### config.mk
export PLATFORM = sky130hd
export DESIGN_NAME = ext_bus_zones
export DESIGN_NICKNAME = d
export VERILOG_FILES = /design/src/rtl/ebz_pkg.sv /design/src/rtl/ebz_cfg_bank.sv /design/src/rtl/ebz_decode.sv /design/src/rtl/ebz_seq.sv /design/src/rtl/ext_bus_zones.sv
export SDC_FILE = /design/constraint.sdc
export NUM_CORES = 1
export LEC_CHECK = 0
export ABC_AREA = 0
export BUFFER_PORTS_ARGS = -buffer_cell sky130_fd_sc_hd__buf_2
export CAP_MARGIN = 10
export CORE_ASPECT_RATIO = 0.5
export CORE_MARGIN = 2
export CORE_UTILIZATION = 51
export CTS_CLUSTER_DIAMETER = 100
export DETAILED_ROUTE_END_ITERATION = 7
export GPL_ROUTABILITY_DRIVEN = 0
export PLACE_DENSITY = 0.9
export SLEW_MARGIN = 10
export SYNTH_ARGS = -nofsm -noshare
export SYNTH_HDL_FRONTEND = slang
export SYNTH_SLANG_ARGS = --single-unit
### constraint.sdc
create_clock -name clk -period 2.3 [get_ports clk]
set_clock_uncertainty 0.05 [all_clocks]
set_input_delay 0.46 -clock clk [delete_from_list [all_inputs] [get_ports clk]]
set_output_delay 0.46 -clock clk [all_outputs]
set_load 0.01 [all_outputs]
### src/rtl/ebz_pkg.sv
package ebz_pkg;
   localparam int NZONE = 5;
   localparam int NLINE = 3;

   typedef enum logic [2:0] {
      ZN_0 = 3'd0,
      ZN_1 = 3'd1,
      ZN_2 = 3'd2,
      ZN_6 = 3'd3,
      ZN_7 = 3'd4
   } zone_e;

   typedef enum logic [2:0] {
      ST_IDLE,
      ST_LEAD,
      ST_ACT,
      ST_TRAIL,
      ST_MISS
   } seq_st_e;

   function automatic logic [1:0] line_of(input logic [2:0] z);
      case (z)
         ZN_0, ZN_1: line_of = 2'd0;
         ZN_2:       line_of = 2'd1;
         default:    line_of = 2'd2;
      endcase
   endfunction
endpackage

### src/rtl/ebz_cfg_bank.sv
module ebz_cfg_bank
   import ebz_pkg::*;
#(
   parameter int WS_W = 5
) (
   input  logic                        clk,
   input  logic                        rst,
   input  logic                        we,
   input  logic [2:0]                  sel,
   input  logic [WS_W:0]               wdata,
   output logic [NZONE-1:0][WS_W-1:0]  ws_tab,
   output logic [NZONE-1:0]            rdy_tab
);
   for (genvar z = 0; z < NZONE; z++) begin : g_zone
      always_ff @(posedge clk) begin
         if (rst) begin
            ws_tab[z]  <= '1;
            rdy_tab[z] <= 1'b0;
         end else if (we && (sel == 3'(z))) begin
            ws_tab[z]  <= wdata[WS_W-1:0];
            rdy_tab[z] <= wdata[WS_W];
         end
      end
   end

   a_r9_bad_sel_ignored: assert property (@(posedge clk) disable iff (rst)
      (we && (sel >= 3'(NZONE))) |=> ($stable(ws_tab) && $stable(rdy_tab)));
endmodule

### src/rtl/ebz_decode.sv
module ebz_decode
   import ebz_pkg::*;
#(
   parameter int ADDR_W      = 16,
   parameter bit BOOT_REMAP  = 1'b1
) (
   input  logic [ADDR_W-1:0] addr,
   input  logic              boot_sel,
   output logic              hit,
   output logic [2:0]        zone
);
   localparam int RGN_LSB = ADDR_W - 4;

   logic [3:0] region;
   logic       boot_hit;

   assign region = addr[ADDR_W-1:RGN_LSB];

   if (BOOT_REMAP) begin : g_remap
      assign boot_hit = boot_sel;
   end else begin : g_noremap
      assign boot_hit = 1'b0;
   end

   always_comb begin
      hit  = 1'b1;
      zone = ZN_0;
      case (region)
         4'h0:       zone = ZN_0;
         4'h1:       zone = ZN_1;
         4'h2, 4'h3: zone = ZN_2;
         4'h6:       zone = ZN_6;
         4'h7:       zone = ZN_7;
         4'hF: begin
            zone = ZN_7;
            hit  = boot_hit;
         end
         default:    hit = 1'b0;
      endcase
   end
endmodule

### src/rtl/ebz_seq.sv
module ebz_seq
   import ebz_pkg::*;
#(
   parameter int ADDR_W = 16,
   parameter int DATA_W = 16,
   parameter int WS_W   = 5
) (
   input  logic               clk,
   input  logic               rst,
   input  logic               req,
   input  logic               req_we,
   input  logic [ADDR_W-1:0]  req_addr,
   input  logic [DATA_W-1:0]  req_wdata,
   input  logic               hit,
   input  logic [2:0]         zone,
   input  logic [WS_W-1:0]    zone_ws,
   input  logic               zone_rdy,
   input  logic               ext_ready,
   input  logic [DATA_W-1:0]  ext_rdata,
   output logic [2:0]         zone_q,
   output logic               ack,
   output logic               err,
   output logic [DATA_W-1:0]  rdata,
   output logic [ADDR_W-1:0]  ext_addr,
   output logic [DATA_W-1:0]  ext_wdata,
   output logic [NLINE-1:0]   cs_n,
   output logic               oe_n,
   output logic               we_n
);
   seq_st_e            st;
   logic [WS_W-1:0]    cnt;
   logic               rdy_q;
   logic               we_q;
   logic [ADDR_W-1:0]  addr_q;
   logic [DATA_W-1:0]  wd_q;
   logic [DATA_W-1:0]  rd_q;
   logic               busy;

   always_ff @(posedge clk) begin
      if (rst) begin
         st     <= ST_IDLE;
         cnt    <= '0;
         rdy_q  <= 1'b0;
         we_q   <= 1'b0;
         zone_q <= ZN_0;
         addr_q <= '0;
         wd_q   <= '0;
         rd_q   <= '0;
      end else begin
         case (st)
            ST_IDLE: if (req) begin
               addr_q <= req_addr;
               wd_q   <= req_wdata;
               we_q   <= req_we;
               zone_q <= zone;
               st     <= hit ? ST_LEAD : ST_MISS;
            end
            ST_LEAD: begin
               cnt   <= zone_ws;
               rdy_q <= zone_rdy;
               st    <= ST_ACT;
            end
            ST_ACT: begin
               if (cnt != '0) begin
                  cnt <= cnt - 1'b1;
               end else if (!rdy_q || ext_ready) begin
                  rd_q <= we_q ? '0 : ext_rdata;
                  st   <= ST_TRAIL;
               end
            end
            default: st <= ST_IDLE;
         endcase
      end
   end

   assign busy      = (st == ST_LEAD) || (st == ST_ACT) || (st == ST_TRAIL);
   assign ack       = (st == ST_TRAIL) || (st == ST_MISS);
   assign err       = (st == ST_MISS);
   assign rdata     = (st == ST_TRAIL) ? rd_q : '0;
   assign oe_n      = !((st == ST_ACT) && !we_q);
   assign we_n      = !((st == ST_ACT) && we_q);
   assign ext_addr  = addr_q;
   assign ext_wdata = wd_q;

   for (genvar l = 0; l < NLINE; l++) begin : g_cs
      assign cs_n[l] = !(busy && (line_of(zone_q) == 2'(l)));
   end

   a_r2_one_select: assert property (@(posedge clk) disable iff (rst)
      $countones(~cs_n) <= 1);
   a_r8_strobe_in_select: assert property (@(posedge clk) disable iff (rst)
      (!oe_n || !we_n) |-> !(&cs_n));
   a_r3_ack_pulse: assert property (@(posedge clk) disable iff (rst)
      ack |=> !ack);
   a_r7_err_clean: assert property (@(posedge clk) disable iff (rst)
      err |-> (ack && (rdata == '0) && (&cs_n)));
   a_r10_select_gap: assert property (@(posedge clk) disable iff (rst)
      (ack && !err) |=> (&cs_n));
   a_r4_ready_hold: assert property (@(posedge clk) disable iff (rst)
      ((st == ST_ACT) && (cnt == '0) && rdy_q && !ext_ready) |=> (st == ST_ACT));
endmodule

### src/rtl/ext_bus_zones.sv
module ext_bus_zones
   import ebz_pkg::*;
#(
   parameter int ADDR_W     = 16,
   parameter int DATA_W     = 16,
   parameter int WS_W       = 5,
   parameter bit BOOT_REMAP = 1'b1
) (
   input  logic               clk,
   input  logic               rst,
   input  logic               boot_mode,
   input  logic               cfg_we,
   input  logic [2:0]         cfg_sel,
   input  logic [WS_W:0]      cfg_wdata,
   input  logic               req,
   input  logic               req_we,
   input  logic [ADDR_W-1:0]  req_addr,
   input  logic [DATA_W-1:0]  req_wdata,
   output logic               ack,
   output logic               err,
   output logic [DATA_W-1:0]  rdata,
   output logic [ADDR_W-1:0]  ext_addr,
   output logic [DATA_W-1:0]  ext_wdata,
   input  logic [DATA_W-1:0]  ext_rdata,
   input  logic               ext_ready,
   output logic [NLINE-1:0]   ext_cs_n,
   output logic               ext_oe_n,
   output logic               ext_we_n
);
   if (ADDR_W < 8) begin : g_chk_addr
      $error("ext_bus_zones: ADDR_W must be at least 8");
   end
   if (DATA_W < 1) begin : g_chk_data
      $error("ext_bus_zones: DATA_W must be positive");
   end
   if ((WS_W < 1) || (WS_W > 8)) begin : g_chk_ws
      $error("ext_bus_zones: WS_W must lie in 1..8");
   end

   logic                        boot_q;
   logic [NZONE-1:0][WS_W-1:0]  ws_tab;
   logic [NZONE-1:0]            rdy_tab;
   logic                        hit;
   logic [2:0]                  zone;
   logic [2:0]                  zone_q;
   logic [WS_W-1:0]             sel_ws;
   logic                        sel_rdy;

   always_ff @(posedge clk) begin
      if (rst) boot_q <= boot_mode;
   end

   ebz_cfg_bank #(.WS_W(WS_W)) u_cfg (
      .clk     (clk),
      .rst     (rst),
      .we      (cfg_we),
      .sel     (cfg_sel),
      .wdata   (cfg_wdata),
      .ws_tab  (ws_tab),
      .rdy_tab (rdy_tab)
   );

   ebz_decode #(.ADDR_W(ADDR_W), .BOOT_REMAP(BOOT_REMAP)) u_dec (
      .addr     (req_addr),
      .boot_sel (boot_q),
      .hit      (hit),
      .zone     (zone)
   );

   always_comb begin
      sel_ws  = '1;
      sel_rdy = 1'b0;
      for (int z = 0; z < NZONE; z++) begin
         if (zone_q == 3'(z)) begin
            sel_ws  = ws_tab[z];
            sel_rdy = rdy_tab[z];
         end
      end
   end

   ebz_seq #(.ADDR_W(ADDR_W), .DATA_W(DATA_W), .WS_W(WS_W)) u_seq (
      .clk       (clk),
      .rst       (rst),
      .req       (req),
      .req_we    (req_we),
      .req_addr  (req_addr),
      .req_wdata (req_wdata),
      .hit       (hit),
      .zone      (zone),
      .zone_ws   (sel_ws),
      .zone_rdy  (sel_rdy),
      .ext_ready (ext_ready),
      .ext_rdata (ext_rdata),
      .zone_q    (zone_q),
      .ack       (ack),
      .err       (err),
      .rdata     (rdata),
      .ext_addr  (ext_addr),
      .ext_wdata (ext_wdata),
      .cs_n      (ext_cs_n),
      .oe_n      (ext_oe_n),
      .we_n      (ext_we_n)
   );

   a_r6_mode_held: assert property (@(posedge clk) disable iff (rst)
      !rst |=> $stable(boot_q));
   a_r6_boot_needs_mode: assert property (@(posedge clk) disable iff (rst)
      (hit && (req_addr[ADDR_W-1 -: 4] == 4'hF)) |-> boot_q);
endmodule

# Word-level counts from Yosys, hierarchy flattened
# Index checks and enable logic that the tools add are counted.
# totals
reg_bits	92
in_bits	64
out_inout_bits	55
# classes
n_addsub	1
eq_ne	24
mux	22
bitwise_logic	1
n_reduce_logical	36
# op_table
cell	count
$mux 16	2
$mux 5	6
$eq 3x2->1 const B	6
$mux 3	4
$pmux 3 s4	1
$logic_and 1x1->1	10
$pmux 5 s2	1
$eq 3x1->1 const B	3
$eq 3x3->1 const B	3
$logic_not 3->1	3
$pmux 3 s3	1
$eq 4x2->1 const B	2
$eq 4x3->1 const B	2
$logic_not 1->1	7
$reduce_and 3->1	2
$reduce_or 2->1	3
$reduce_or 6->1	1
$mux 1	5
$reduce_bool 5->1	1
$sub 5x1->5 const B	1
$eq 4x1->1 const B	1
$eq 4x4->1 const B	1
$logic_not 4->1	1
$logic_or 1x1->1	4
other kinds (10)	13

# Depth between registers and ports, before layout
# depth
word_depth	7
ltp_mapped	8
ltp_nobuf	6

# By module
# A second synthesis with hierarchy kept.
# hier_totals
hier_cells	434
area_unflattened_um2	3940.0
# by_module_without_submodules
mod	n_inst	cells_per_inst	area_each_um2	seq_area_each_um2
ebz_seq	1	282	2441.1	1221.2
ebz_cfg_bank	1	108	1156.1	600.6
ext_bus_zones	1	36	290.3	30.0
ebz_decode	1	8	52.6	0.0

# Worst setup path before layout
# Ideal clock, no wire load.
# synth_path
path_kind	register to output
startpoint	register u_seq.zone_q[1]
endpoint	output port ext_cs_n[2]
arrival_time_ns	1.379
slack_ns	0.411
stages_incl_launch_ff	5
path_cell_list	dfxtp_1 clkbuf_1 buf_1 a21oi_1 or3_1
# synth_via
elab_chain_cells	6
word_cells_on_any_way	8
# synth_rtl
item	line_no	rtl
start, declared	ebz_seq.sv:20	output logic [2:0] zone_q,
start signal, assigned	ebz_seq.sv:55	zone_q <= zone;
$eq 3x1->1 or $logic_not 3->1 (tied branches)	ebz_pkg.sv:22	case (z)
$reduce_or 2->1	ebz_pkg.sv:22	
$pmux 2 s2 (*)	ebz_pkg.sv:22	
$eq 2x2->1 (*)	ebz_seq.sv:86	assign cs_n[l] = !(busy && (line_of(zone_q) == 2'(l)));
$logic_and 1x1->1 (*)	ebz_seq.sv:86	
$logic_not 1->1 (*)	ebz_seq.sv:86	
end, declared	ext_bus_zones.sv:26	output logic [NLINE-1:0] ext_cs_n,
# Every way passes the cells marked *; elsewhere a longest branch is shown, timed or not.

# Final worst setup path
# layout_path
startpoint	register u_seq.st[2]
endpoint	output port ack
# layout_via
elab_chain_cells	2
word_cells_on_any_way	3
# layout_rtl
item	line_no	rtl
start, declared	ebz_seq.sv:30	seq_st_e st;
start signal, assigned	ebz_seq.sv:56	st <= hit ? ST_LEAD : ST_MISS;
$eq 3x2->1 or $eq 3x3->1 (tied branches)	ebz_seq.sv:77	assign ack = (st == ST_TRAIL) || (st == ST_MISS);
$logic_or 1x1->1 (*)	ebz_seq.sv:77	
end, declared	ext_bus_zones.sv:19	output logic ack,
# Marks and branches as above.

==> results.cfg <==
[status]
status = finished, final reports clean

[synth]
post_synth_net_total = 534
most_used_standard_cells_in_the_synthesized_netlist = sky130_fd_sc_hd__nand2_1, sky130_fd_sc_hd__dfxtp_1, sky130_fd_sc_hd__a21oi_1
post-synth-top-area-fraction = 0.467
post_syn_area_per_cell_um2 = 8.34
ys_async_sr_fraction = 0
post_synth_num_cell_types = 43
synthesis.instances = 468
synthFlopType = sky130_fd_sc_hd__dfxtp_1
postSynthRegisterBits = 92
synth_enable_flop_cells = 1
synth.cell_area_mm2 = 0.00390
synth_area_leader_cell = sky130_fd_sc_hd__dfxtp_1
synthMostInstantiatedCell = sky130_fd_sc_hd__nand2_1
synth.yosys.seq_area_share = 0.474
yosys_warnings = 0
ranking_of_synthesized_cells_by_area = sky130_fd_sc_hd__dfxtp_1, sky130_fd_sc_hd__nand2_1, sky130_fd_sc_hd__a21oi_1, sky130_fd_sc_hd__mux2i_1, sky130_fd_sc_hd__nand3b_1

[power]
power_total_mw = 3.72
switching_share = 0.258
cell_internal_pwr_mw = 2.76
power_share_of_the_sequential_group = 0.475
p_sw_mw = 0.957
worst_ir_drop_vdd_uv = 477
pwr-share-comb = 0.147
power.static_leakage_nw = 2.11
clock_power_share = 0.378
pwr_density_cell_mw_per_mm2 = 770

[drt]
post_drt_wl_per_cell_um = 13.6
routed_wl_mm = 9.17
final_antenna_net_count = 0
drt_first_pass_iters = 4
vias = 3622
drc_errors = 0
post_detailed_route_via_to_cell_ratio = 5.37
drt_iter0_markers = 233

[critical_path]
worstReg2RegEnd = u_seq.rd_q[15]$_SDFFE_PP0P_
rr_worst_depth = 7
cp-start-kind = flip-flop
timing.setup.critical_path_class = flip-flop to output pin
worstPathArrival_ps = 1640
crit_path_cell_trace = and3b_2 -> or2_2 -> buf_2
path_max_fanout = 17
startpoint = u_seq.st[2]$_SDFFE_PP0P_
r2r_setup_slack_ps = 270
cp-end-kind = output pin
crit_path_top_delay_cell = sky130_fd_sc_hd__dfxtp_1
rr_startpoint = u_seq.cnt[0]$_SDFFE_PP0P_
critPathRequiredTime_ps = 1790
critPathMaxStageDelay_ps = 510

[timing]
timing.final.max_slew_violations = 0
finalSetupViolCount = 0
min_period_ps = 2150
whs_ps = 256
slew_headroom = 0.484
finalHoldViolations = 0
grt_setup_unrepaired = false
fin_crit_sh = 0.935
worst-slew-pin-transition_ps = 764
achievable-frequency_mhz = 465
totalNegativeSetupSlack_ps = 0
setup_ws_ps = 149

[global_route]
grt_max_degree = 36
grt_first_pass_wirelength_mm = 14.8
grtUsageTotal = 0.220
gr-total-overflow = 0
grt_pass1_vias = 3299
antenna_found_initial = 0

[floorplan]
start_util = 0.529
design.core.area_mm2 = 0.00738
die_height_um = 65.9
top_level_ports = 119
rows = 22
floorplan.die.width_um = 128
fp.dieArea_mm2 = 0.00842

[cells_and_area]
final_cell_count_no_fill = 674
stdcell_area_mm2 = 0.00483
fin_util = 0.654
final_net_count = 641
area_growth_syn_to_layout_pct = 23.6
layout-drive-gt1-share = 0.256
insertedDiodeCount = 0

[place]
dpl_worst_slack_ps = 267
post_detail_place_hpwl_mm = 6.48
dpl.cell_count = 660
portBuffers = 118
place_area_mm2 = 0.00455

[clock_network]
cts.htree.levels = 3
cts.sink_count = 92
cts_tree = done
worst_skew_pair.late_latency_ps = 340
clk_pin_slew_ps = 60
hold_buffers = 0
cts_resized = 0
numCtsBuffers = 9
ctsRootBufferMaster = sky130_fd_sc_hd__clkbuf_16
cts_max_path_buffers = 2
post-cts-setup-buffer-count = 0

[worst_hold_path]
worst_hold_path.endpoint = boot_q$_DFFE_PP_
hp-class = input port to flip-flop
start_point_of_the_worst_hold_path = boot_mode
worst_hold_path_stage_count = 1

[job]
timing.max_cap.violations = 0
## power groups by stage
stage	clock network, mW	logic (mW)	registers (mW)
2_1_floorplan	0	0.341	1.80
3_3_place_gp	0	0.529	1.79
3_5_place_dp	0	0.545	1.80
4_1_cts	1.42	0.549	1.76
5_1_grt	1.49	0.609	1.78
6_report	1.40	0.548	1.76
## cell families (layout without fill, tap and decap cells)
logic type	after synthesis	in the layout	share of synthesized area
and+or+nand+nor	214	214	0.271
AOI/OAI and AO/OA	99	99	0.147
DFF	92	92	0.474
buffers and inverters	42	152	0.0468
muxes	18	18	0.0525
adders and majority gates	2	2	0.00641
xor gates and xnor gates	1	1	0.00224
## worst max-delay path by stage
stage,to,slack [ps],depth (start not counted)
after floorplan,ext_cs_n[2],410,4
after global placement,u_seq.rd_q[13]$_SDFFE_PP0P_,420,7
after detailed placement,u_seq.rd_q[11]$_SDFFE_PP0P_,270,7
after CTS,ack,140,3
after global routing,u_seq.rd_q[15]$_SDFFE_PP0P_,50,7
final,ack,150,3
## critical path, delay by kind of cell, from the launching register on
kind / cells / cell delay, ps
flip-flops: 1 / 510
buffers and inverters: 1 / 140
AND/OR/NAND/NOR: 2 / 660
## layer usage
metal,up-vias,share of wire,track usage
met5,-,0,0
met4,0,0.015,0.0659
met3,14,0.067,0.0607
met2,120,0.47,0.386
met1,1679,0.45,0.268
li1,1809,-,-
## cells in the final DEF, fill, tap and decap left out, types with 2 or more instances in the layout
cell type,count
sky130_fd_sc_hd__nand3b_1,18
sky130_fd_sc_hd__nor2b_1,7
sky130_fd_sc_hd__clkbuf_16,9
sky130_fd_sc_hd__o21ai_0,8
sky130_fd_sc_hd__and3b_1,2
sky130_fd_sc_hd__and2_1,18
sky130_fd_sc_hd__nor2_1,18
sky130_fd_sc_hd__mux4_2,2
sky130_fd_sc_hd__clkbuf_1,3
sky130_fd_sc_hd__o211ai_1,12
sky130_fd_sc_hd__nand2_1,110
sky130_fd_sc_hd__or3_1,4
sky130_fd_sc_hd__or4_1,3
sky130_fd_sc_hd__ha_1,2
sky130_fd_sc_hd__inv_1,8
sky130_fd_sc_hd__buf_2,118
sky130_fd_sc_hd__nor3_1,5
sky130_fd_sc_hd__nand3_1,10
sky130_fd_sc_hd__buf_4,12
sky130_fd_sc_hd__and3_1,2
sky130_fd_sc_hd__nor3b_1,2
sky130_fd_sc_hd__mux2i_1,16
sky130_fd_sc_hd__dfxtp_1,91
sky130_fd_sc_hd__a211o_1,8
sky130_fd_sc_hd__a31oi_1,3
sky130_fd_sc_hd__a21oi_1,64
sky130_fd_sc_hd__nor4b_1,3
sky130_fd_sc_hd__nand2b_1,4
## sequential cells by signal, indices dropped and copies added, names as in the netlist
signal / flops
u_seq.rdy_q: 1
u_seq.we_q: 1
u_seq.st: 3
u_seq.ext_wdata: 16
u_seq.ext_addr: 16
u_cfg.ws_tab: 25
u_cfg.rdy_tab: 5
u_seq.cnt: 5
u_seq.rd_q: 16
boot_q: 1
u_seq.zone_q: 3
## cell type report
| class | instances | area [um^2] |
|---|---|---|
| multi-input combinational | 334 | 1870 |
| sequential | 92 | 1850 |
| inverter | 8 | 30.0 |
| fill | 602 | 2550 |
| tap | 96 | 120 |
| clock inverter | 2 | 37.5 |
| clock buffer | 12 | 236 |
| timing repair buffer | 130 | 681 |
(Power assumes the default switching activity.)
